**config.mk**
```make
export PLATFORM = sky130hd
export DESIGN_NAME = spi_irq_agg
export DESIGN_NICKNAME = d
export VERILOG_FILES = /design/src/rtl/spi_irq_pkg.sv /design/src/rtl/spi_irq_evt_qual.sv /design/src/rtl/spi_irq_ctrl.sv /design/src/rtl/spi_irq_status.sv /design/src/rtl/spi_irq_agg.sv
export SDC_FILE = /design/constraint.sdc
export NUM_CORES = 1
export LEC_CHECK = 0
export ABC_AREA = 1
export CELL_PAD_IN_SITES_DETAIL_PLACEMENT = 1
export CELL_PAD_IN_SITES_GLOBAL_PLACEMENT = 1
export CORE_UTILIZATION = 35
export DETAILED_ROUTE_END_ITERATION = 7
export GPL_TIMING_DRIVEN = 0
export MAX_ROUTING_LAYER = met4
export PLACE_DENSITY = 0.87
export SYNTH_ARGS = -nofsm -noshare
export SYNTH_HDL_FRONTEND = slang
export SYNTH_SLANG_ARGS = --single-unit
```
**constraint.sdc**
```tcl
create_clock -name clk -period 1.7 [get_ports clk]
set_input_delay 0.255 -clock clk [delete_from_list [all_inputs] [get_ports clk]]
set_output_delay 0.255 -clock clk [all_outputs]
set_load 0.1 [all_outputs]
```
**src/rtl/spi_irq_pkg.sv**
```systemverilog
package spi_irq_pkg;

   typedef enum logic [2:0] {
      A_ID   = 3'd0,
      A_CFG  = 3'd1,
      A_DONE = 3'd2,
      A_STAT = 3'd3,
      A_ENA  = 3'd4,
      A_WAKE = 3'd5,
      A_TEST = 3'd6,
      A_MODE = 3'd7
   } reg_addr_e;

   localparam logic [1:0] MODE_RX_ONLY = 2'b01;
   localparam logic [1:0] MODE_TX_ONLY = 2'b10;

   localparam int CFG_SRST_BIT  = 1;
   localparam int MODE_TEST_BIT = 3;
   localparam int TEST_SET_BIT  = 11;
   localparam int EVT_STRIDE    = 4;
   localparam int EVT_TX_OFS    = 0;
   localparam int EVT_RX_OFS    = 2;

endpackage

```
**src/rtl/spi_irq_evt_qual.sv**
```systemverilog
module spi_irq_evt_qual
   import spi_irq_pkg::*;
#(
   parameter bit HAS_TURBO = 1'b1
) (
   input  logic       rx_flag,
   input  logic       tx_flag,
   input  logic [1:0] mode,
   input  logic       turbo,
   output logic       rx_evt,
   output logic       tx_evt
);

   assign tx_evt = tx_flag && (mode != MODE_RX_ONLY);

   generate
      if (HAS_TURBO) begin : g_turbo
         assign rx_evt = rx_flag && (mode != MODE_TX_ONLY) && !turbo;
      end else begin : g_plain
         logic unused_turbo;
         assign unused_turbo = turbo;
         assign rx_evt = rx_flag && (mode != MODE_TX_ONLY);
      end
   endgenerate

endmodule

```
**src/rtl/spi_irq_ctrl.sv**
```systemverilog
module spi_irq_ctrl
   import spi_irq_pkg::*;
#(
   parameter int          DW        = 32,
   parameter int          MODE_W    = 4,
   parameter int          TEST_W    = 12,
   parameter logic [31:0] ENA_MASK  = 32'h0001_777F,
   parameter logic [31:0] CFG_KEEP  = 32'h0000_031D,
   parameter int          MODE_RST  = 4
) (
   input  logic              clk,
   input  logic              rst_n,
   input  logic              wr_en,
   input  logic [2:0]        addr,
   input  logic [DW-1:0]     wdata,
   output logic [DW-1:0]     cfg_q,
   output logic [DW-1:0]     ena_q,
   output logic              wake_q,
   output logic [TEST_W-1:0] test_q,
   output logic [MODE_W-1:0] mode_q,
   output logic              soft_rst,
   output logic              force_set,
   output logic              clr_we,
   output logic              clr_block
);

   localparam logic [DW-1:0] ENA_KEEP = DW'(ENA_MASK);
   localparam logic [DW-1:0] CFG_MSK  = DW'(CFG_KEEP);
   localparam logic [MODE_W-1:0] MODE_INIT = MODE_W'(MODE_RST);

   if (MODE_W <= MODE_TEST_BIT) begin : g_bad_mode
      $error("spi_irq_ctrl: MODE_W too small for the test-mode bit");
   end
   if (TEST_W <= TEST_SET_BIT) begin : g_bad_test
      $error("spi_irq_ctrl: TEST_W too small for the set-all bit");
   end

   logic we_cfg, we_ena, we_wake, we_test, we_mode;

   assign we_cfg  = wr_en && (addr == A_CFG);
   assign we_ena  = wr_en && (addr == A_ENA);
   assign we_wake = wr_en && (addr == A_WAKE);
   assign we_test = wr_en && (addr == A_TEST);
   assign we_mode = wr_en && (addr == A_MODE);
   assign clr_we  = wr_en && (addr == A_STAT);

   assign soft_rst  = we_cfg && wdata[CFG_SRST_BIT];
   assign clr_block = mode_q[MODE_TEST_BIT] && test_q[TEST_SET_BIT];
   assign force_set = (we_test && wdata[TEST_SET_BIT] && mode_q[MODE_TEST_BIT]) ||
                      (we_mode && wdata[MODE_TEST_BIT] && test_q[TEST_SET_BIT]);

   always_ff @(posedge clk or negedge rst_n) begin
      if (!rst_n) begin
         cfg_q  <= '0;
         ena_q  <= '0;
         wake_q <= 1'b0;
         test_q <= '0;
         mode_q <= MODE_INIT;
      end else if (soft_rst) begin
         cfg_q  <= wdata & CFG_MSK;
         ena_q  <= '0;
         wake_q <= 1'b0;
         test_q <= '0;
         mode_q <= MODE_INIT;
      end else begin
         if (we_cfg)  cfg_q  <= wdata & CFG_MSK;
         if (we_ena)  ena_q  <= wdata & ENA_KEEP;
         if (we_wake) wake_q <= wdata[0];
         if (we_test) test_q <= wdata[TEST_W-1:0];
         if (we_mode) mode_q <= wdata[MODE_W-1:0];
      end
   end


   soft_rst_ctrl_chk: assert property (@(posedge clk) disable iff (!rst_n)
      soft_rst |=> (mode_q == MODE_INIT) && (ena_q == '0) && (test_q == '0) && !wake_q);


   ena_mask_chk: assert property (@(posedge clk) disable iff (!rst_n)
      we_ena && !soft_rst |=> ((ena_q & ~ENA_KEEP) == '0));

endmodule

```
**src/rtl/spi_irq_status.sv**
```systemverilog
module spi_irq_status #(
   parameter int          DW        = 32,
   parameter logic [31:0] IMPL_MASK = 32'h0001_777F
) (
   input  logic          clk,
   input  logic          rst_n,
   input  logic [DW-1:0] evt_set,
   input  logic          clr_we,
   input  logic          clr_block,
   input  logic [DW-1:0] clr_val,
   input  logic          force_set,
   input  logic          soft_rst,
   output logic [DW-1:0] status_q
);

   localparam logic [DW-1:0] KEEP = DW'(IMPL_MASK);

   logic [DW-1:0] st_nxt;

   always_comb begin
      st_nxt = status_q;
      if (clr_we && !clr_block) st_nxt = st_nxt & ~clr_val;
      if (force_set)            st_nxt = st_nxt | KEEP;
      st_nxt = (st_nxt | evt_set) & KEEP;
   end

   always_ff @(posedge clk or negedge rst_n) begin
      if (!rst_n)        status_q <= '0;
      else if (soft_rst) status_q <= '0;
      else               status_q <= st_nxt;
   end


   clr_lock_chk: assert property (@(posedge clk) disable iff (!rst_n)
      (clr_we && clr_block && !soft_rst) |=> ((status_q & $past(status_q)) == $past(status_q)));


   force_all_chk: assert property (@(posedge clk) disable iff (!rst_n)
      (force_set && !soft_rst) |=> ((status_q & KEEP) == KEEP));


   set_wins_chk: assert property (@(posedge clk) disable iff (!rst_n)
      (!soft_rst && (evt_set != '0)) |=> ((status_q & $past(evt_set)) == $past(evt_set)));


   soft_clr_chk: assert property (@(posedge clk) disable iff (!rst_n)
      soft_rst |=> (status_q == '0));

endmodule

```
**src/rtl/spi_irq_agg.sv**
```systemverilog
module spi_irq_agg
   import spi_irq_pkg::*;
#(
   parameter int          NUM_CH    = 4,
   parameter int          DW        = 32,
   parameter logic [31:0] REV_ID    = 32'h0000_0130,
   parameter logic [31:0] IMPL_MASK = 32'h0001_777F,
   parameter logic [31:0] CFG_KEEP  = 32'h0000_031D,
   parameter bit          HAS_TURBO = 1'b1
) (
   input  logic                clk,
   input  logic                rst_n,
   input  logic                wr_en,
   input  logic                rd_en,
   input  logic [2:0]          addr,
   input  logic [DW-1:0]       wdata,
   output logic [DW-1:0]       rdata,
   input  logic [NUM_CH-1:0]   ch_rx_full,
   input  logic [NUM_CH-1:0]   ch_tx_empty,
   input  logic [2*NUM_CH-1:0] ch_mode,
   input  logic [NUM_CH-1:0]   ch_turbo,
   output logic                irq_o
);

   localparam int MODE_W = 4;
   localparam int TEST_W = 12;
   localparam int TOP_BIT = EVT_STRIDE * (NUM_CH - 1) + EVT_RX_OFS;

   if (NUM_CH < 1 || NUM_CH > 4) begin : g_bad_ch
      $error("spi_irq_agg: NUM_CH must be 1 to 4");
   end
   if (DW <= TOP_BIT || DW < 17 || DW < TEST_W) begin : g_bad_dw
      $error("spi_irq_agg: DW too narrow for the status layout");
   end

   logic [NUM_CH-1:0] rx_evt, tx_evt;
   logic [DW-1:0]     evt_vec;

   for (genvar n = 0; n < NUM_CH; n++) begin : g_ch
      spi_irq_evt_qual #(.HAS_TURBO(HAS_TURBO)) u_qual (
         .rx_flag (ch_rx_full[n]),
         .tx_flag (ch_tx_empty[n]),
         .mode    (ch_mode[2*n +: 2]),
         .turbo   (ch_turbo[n]),
         .rx_evt  (rx_evt[n]),
         .tx_evt  (tx_evt[n])
      );
   end

   always_comb begin
      evt_vec = '0;
      for (int n = 0; n < NUM_CH; n++) begin
         evt_vec[EVT_STRIDE*n + EVT_TX_OFS] = tx_evt[n];
         evt_vec[EVT_STRIDE*n + EVT_RX_OFS] = rx_evt[n];
      end
   end

   logic [DW-1:0]     cfg_q, ena_q, status_q;
   logic              wake_q;
   logic [TEST_W-1:0] test_q;
   logic [MODE_W-1:0] mode_q;
   logic              soft_rst, force_set, clr_we, clr_block;

   spi_irq_ctrl #(
      .DW       (DW),
      .MODE_W   (MODE_W),
      .TEST_W   (TEST_W),
      .ENA_MASK (IMPL_MASK),
      .CFG_KEEP (CFG_KEEP),
      .MODE_RST (4)
   ) u_ctrl (
      .clk       (clk),
      .rst_n     (rst_n),
      .wr_en     (wr_en),
      .addr      (addr),
      .wdata     (wdata),
      .cfg_q     (cfg_q),
      .ena_q     (ena_q),
      .wake_q    (wake_q),
      .test_q    (test_q),
      .mode_q    (mode_q),
      .soft_rst  (soft_rst),
      .force_set (force_set),
      .clr_we    (clr_we),
      .clr_block (clr_block)
   );

   spi_irq_status #(
      .DW        (DW),
      .IMPL_MASK (IMPL_MASK)
   ) u_status (
      .clk       (clk),
      .rst_n     (rst_n),
      .evt_set   (evt_vec),
      .clr_we    (clr_we),
      .clr_block (clr_block),
      .clr_val   (wdata),
      .force_set (force_set),
      .soft_rst  (soft_rst),
      .status_q  (status_q)
   );

   logic [DW-1:0] rd_mux;

   always_comb begin
      unique case (reg_addr_e'(addr))
         A_ID:    rd_mux = DW'(REV_ID);
         A_CFG:   rd_mux = cfg_q;
         A_DONE:  rd_mux = DW'(1);
         A_STAT:  rd_mux = status_q;
         A_ENA:   rd_mux = ena_q;
         A_WAKE:  rd_mux = {{(DW-1){1'b0}}, wake_q};
         A_TEST:  rd_mux = {{(DW-TEST_W){1'b0}}, test_q};
         A_MODE:  rd_mux = {{(DW-MODE_W){1'b0}}, mode_q};
         default: rd_mux = '0;
      endcase
   end

   always_ff @(posedge clk or negedge rst_n) begin
      if (!rst_n) begin
         rdata <= '0;
         irq_o <= 1'b0;
      end else begin
         if (rd_en) rdata <= rd_mux;
         irq_o <= |(status_q & ena_q);
      end
   end


   irq_rise_chk: assert property (@(posedge clk) disable iff (!rst_n)
      $rose(irq_o) |-> $past((status_q & ena_q) != '0));


   irq_fall_chk: assert property (@(posedge clk) disable iff (!rst_n)
      $fell(irq_o) |-> $past((status_q & ena_q) == '0));

endmodule

```
# Yosys cells after proc, flatten, opt, wreduce, memory -nomap -nowiden
# Index checks and enable logic that the tools add are counted.
# classes
n_eq_ne	15
reduce_logical	38
mux	14
bitwise	4
# op_table
operator	count
case mux 32 bit (8 select lines)	1
2-to-1 mux 32 bit	4
2-to-1 mux 17 bit	3
AND 17 x 32 -> 32 bit	1
OR reduction 32 bit	1
logical AND 1 bit	25
2-to-1 mux 12 bit	2
AND 17 bit	1
inverter 17 bit	1
OR 17 x 15 -> 17 bit	1
equality test 3 bit, second input constant	4
nonzero test 2 bit	5
2-to-1 mux 4 bit	2
inequality test 2 x 1 -> 1 bit, second input constant	4
inequality test 2 bit, second input constant	4
equality test 3 x 2 -> 1 bit, second input constant	2
logical NOT 1 bit	5
equality test 3 x 1 -> 1 bit, second input constant	1
logical NOT 3 bit	1
2-to-1 mux 1 bit	2
logical OR 1 bit	1
# totals
word_cells	79
inputBits	59
reg_bits	131

# Depth between registers and ports, before layout
# depth
depth_word	8
depth_mapped	9
mapped_depth_nobuf	8

# Hierarchy
# Synthesis repeated with hierarchy kept, for this count alone.
# hier_totals
cells_unflattened	729
hier_area_um2	5335.1
# modules_own_cells
module	instances	cells_per_inst	area_each_um2	seq_area_each_um2
spi_irq_agg	1	382	2347.3	825.8
spi_irq_ctrl	1	229	2064.5	927.1
spi_irq_status	1	94	818.3	350.3
spi_irq_evt_qual	4	6	26.3	0.0

# Worst setup path before layout
# OpenSTA, ideal clock, no wires.
# synth_timing
path_type	input -> register
from	input port addr[1]
to	register u_ctrl.ena_q[2]
setup_time_ns	0.127
t_arrival_ns	1.159
cell_stages	9
slack_ns	0.414
path_cell_list	buf_4 nor2_4 nand2_2 inv_2 nand2_1 nand2_2 inv_2 nand2_1 o21ai_0
# synth_between
elab_chain_len	4
elab_cells_between_ends	7
# synth_lines
item	line_no	source
from (decl)	spi_irq_agg.sv:15	input logic [2:0] addr,
equality test 3 x 1 -> 1 bit	spi_irq_ctrl.sv:40	assign we_cfg = wr_en && (addr == A_CFG);
logical AND 1 bit	spi_irq_ctrl.sv:40	
logical AND 1 bit	spi_irq_ctrl.sv:47	assign soft_rst = we_cfg && wdata[CFG_SRST_BIT];
2-to-1 mux 32 bit or nonzero test 2 bit (tied branches)	n/a	
to (signal assigned)	spi_irq_ctrl.sv:67	if (we_ena) ena_q <= wdata & ENA_KEEP;
to (decl)	spi_irq_ctrl.sv:17	output logic [DW-1:0] ena_q,
# Parallel ways exist; a longest one is shown, timed or not.
# A chain may end at the register's enable or synchronous reset.

# Worst setup path after layout
# layout_timing
from	input port wr_en
to	register u_status.status_q[16]
# layout_between
elab_chain_len	7
elab_cells_between_ends	15
# layout_lines
item	line_no	source
from (decl)	spi_irq_agg.sv:13	input logic wr_en,
logical AND 1 bit, on equally long branches	spi_irq_ctrl.sv:43, spi_irq_ctrl.sv:44	
logical AND 1 bit, on equally long branches (2 in a row)	spi_irq_ctrl.sv:49, spi_irq_ctrl.sv:50	
logical OR 1 bit	spi_irq_ctrl.sv:49	assign force_set = (we_test && wdata[TEST_SET_BIT] && mode_q[MODE_TEST_BIT]) ||
2-to-1 mux 17 bit	spi_irq_status.sv:23	if (force_set) st_nxt = st_nxt | KEEP;
OR 17 x 15 -> 17 bit	spi_irq_status.sv:24	st_nxt = (st_nxt | evt_set) & KEEP;
2-to-1 mux 17 bit *	spi_irq_status.sv:29	else if (soft_rst) status_q <= '0;
to (signal assigned)	spi_irq_status.sv:30	else status_q <= st_nxt;
to (decl)	spi_irq_status.sv:13	output logic [DW-1:0] status_q
# Mark *: on every way between the ends. The rest lies on a longest branch, timed or not.

==> results.md <==
* Final core utilization at 0.478
* Setup CP Type: in2reg
* Lkg Pwr at 0.00220 uW
* Avg Vias per Cell at 5.09
* GP Congestion at 0.870
* Comb power frac at 0.290
* Area of the die at 0.0103 sq mm
* Distinct cell type count after synthesis at 31
* Wl on met1 at 4430 um
* Delay-heaviest family, CP: buffers and inverters
* DRC viols at 0
* Number of global-route vias before repair at 3499
* Largest net degree at the start of global routing at 69
* Root Driver: clkbuf_8
* Most common cell after layout, fill and taps aside: nand2_1
* Crit start category: primary input
* Worst-margin pin slew at 0.902 ns
* Status: finished, final reports clean
* Power Dens Cells at 1070 mW/mm^2
* Layout area overhead at 29.9%
* CTS max path bufs at 2
* Die Width at 102 um
* Worst Hold Class: in2async
* Clock share of power at 0.276
* Peak supply drop at 413 uV
* Async SR Flop Fraction at 1.00
* Register share of total power at 0.434
* Iter 0 DRT Violations at 140
* Sw Ratio at 0.370
* Critical Path RT at 1.96 ns
* Slew headroom at 0.399
* Uppermost layer routed: met4
* Ys Warns at 0
* Setup-failing EPs final at 0
* Fmax achieved at 620 MHz
* CTS tree: done
* Layout Nets at 580
* Skew-Pair Late Insertion Delay at 0.35 ns
* Slowest stage delay, CP at 0.60 ns
* Post-route ant nets at 0
* Avg Cell Area, Syn at 7.93 sq um
* Pint at 3040 uW
* Hold buffers post-CTS at 0
* CP Data Arrival Time at 1.88 ns
* Seq/Total Area, Yosys at 0.491
* Cells along the critical path: clkdlybuf4s50_1 > inv_1 > a21oi_4 > nand2_1 > inv_1 > nand3_1 > o211ai_1
* Post-DP HPWL at 7740 um
* Area of the core at 0.00942 sq mm
* GRT Total Usage at 0.239
* Final Hold Fails at 0
* Via count at 3325
* Chip height at 102 um
* Worst path slowest cell: clkdlybuf4s50_1
* Max Cap Violations at 0
* Final critical-path share of the clock period at 0.949
* WL met3 at 541 um
* Initial core utilization at 0.368
* Top FF cell, synth: dfrtp_1
* Crit path buffers/inverters at 3
* Endpoint class of the critical path: flop
* Sw power at 1790 uW
* TritonRoute pass-1 iters at 4
* CTS clock-pin slew for the worst setup and hold paths at 0.07 ns
* WL per Instance at 16.6 um
* Initial antenna violation count at 0
* Share of cells above drive strength 1 at 0.162
* Level count of the clock H-tree at 3
* Row count at 35
* Tot Pwr at 4830 uW
* Post-Synthesis Cells at 437
* Antenna Cells at 0
* Post-synth EDFFs at 0
* Drt total wl at 10800 um
* Worst clock skew at 0.00873 ns
* Mapped cell area at 0.00347 sq mm
* Global-route wire length before repair at 17600 um
* Boundary pin count at 92
* #FFs+latches synth at 68
* Total gr overflow at 0
* Post-route minimum period at 1.61 ns
* Pins Over Slew Limit at 0
* Max FO, Critical Path at 9
* Clock Sink Count at 68
* Unrepaired setup endpoints after global routing: no
* Setup_tns at 0 ns
* Clock buffer count from CTS at 9
* Worst path most repeated cell: inv_1
* Port bufs at 58
* Most frequent cells in the layout: nand2_1, dfrtp_1, clkdlybuf4s50_1
* Met2 WL at 5570 um
-- power groups by stage --
stage               Combinational [uW]  Sequential [uW]  Clock (uW)
floorplan                          653             2410           0
global placement                  1350             2090           0
detailed placement                1400             2110           0
CTS                               1410             2090        1340
global route                      1520             2130        1420
finish                            1400             2100        1330
-- cell families after synthesis --
kind of cell	synth area share
and+or+nand+nor	0.299
DFF	0.491
buffers and inverters	0.0931
AOI/OAI and AO/OA	0.116
other	0.00108
-- synth_stat cells (2+ instances only) --
| library cell | instances | share of area |
|---|---|---|
| nand2_1 | 152 | 0.16 |
| dfrtp_1 | 67 | 0.48 |
| nand3_1 | 37 | 0.053 |
| inv_1 | 32 | 0.035 |
| nor2_1 | 31 | 0.034 |
| o21ai_0 | 30 | 0.043 |
| buf_4 | 18 | 0.039 |
| o21ai_2 | 9 | 0.023 |
| o211ai_1 | 7 | 0.015 |
| o22ai_1 | 7 | 0.013 |
| a21oi_1 | 5 | 0.0072 |
| nand2_2 | 5 | 0.0090 |
| buf_2 | 4 | 0.0058 |
| inv_2 | 4 | 0.0043 |
| nand3b_1 | 4 | 0.0087 |
| clkbuf_1 | 3 | 0.0032 |
| nand4_1 | 3 | 0.0054 |
| nor2_4 | 3 | 0.0097 |
| a21oi_2 | 2 | 0.0051 |
| a221oi_1 | 2 | 0.0051 |
| nor2_2 | 2 | 0.0036 |
-- worst paths after layout --
path / from / to / slack, ns / depth (start not counted)
setup / recovery: wr_en / u_status.status_q[16] / 0.09 / 7
hold / removal: rst_n / u_ctrl.wake_q / 0.006 / 1
setup reg to reg: u_ctrl.mode_q[3] / u_status.status_q[16] / 0.23 / 5
hold reg to reg: rdata[2] / rdata[2] / 0.48 / 2
max in group asynchronous: rst_n / rdata[3] / 1.08 / 1
min in group clk: addr[1] / u_ctrl.wake_q / 0.35 / 4
-- layer usage --
layer	GRT usage	vias to the layer above
li1	-	1554
met1	0.273	1630
met2	0.412	114
met3	0.0331	27
met4	0.115	0
met5	-	-
-- stage by stage --
stage               worst slack [ns]  instances  cell area [sq um]  hold WS [ns]
floorplan                      0.414        452               3520       -0.0406
global placement               -1.95        639               4270         0.457
detailed placement            -0.615        639               4260         0.437
CTS                           0.0477        653               4490        0.0624
global route                  0.0204        653               4500         0.109
finish                        0.0859        653               4500       0.00621
-- what timing repair did --
action                                  CTS  global route
gates resized for setup                  58             5
buffers inserted                          0             0
endpoints found under the setup margin   49            17
pin swaps                                 0             1
-- registers in the layout (all words and copies together), names as in the netlist --
| name | count |
|---|---|
| irq_o | 1 |
| rdata | 16 |
| u_ctrl.cfg_q | 6 |
| u_ctrl.ena_q | 14 |
| u_ctrl.mode_q | 4 |
| u_ctrl.test_q | 12 |
| u_ctrl.wake_q | 1 |
| u_status.status_q | 14 |
-- cell type report --
class | count | area [sq um]
plain buffers | 26 | 184
clock buffers | 12 | 155
clock inverters | 2 | 35.0
fillers | 1154 | 4910
inverters | 38 | 151
multi-input cells | 320 | 1520
flip-flops and latches | 68 | 1700
well taps | 129 | 161
repair buffers | 58 | 598
Power figures use the tool's default switching activity.
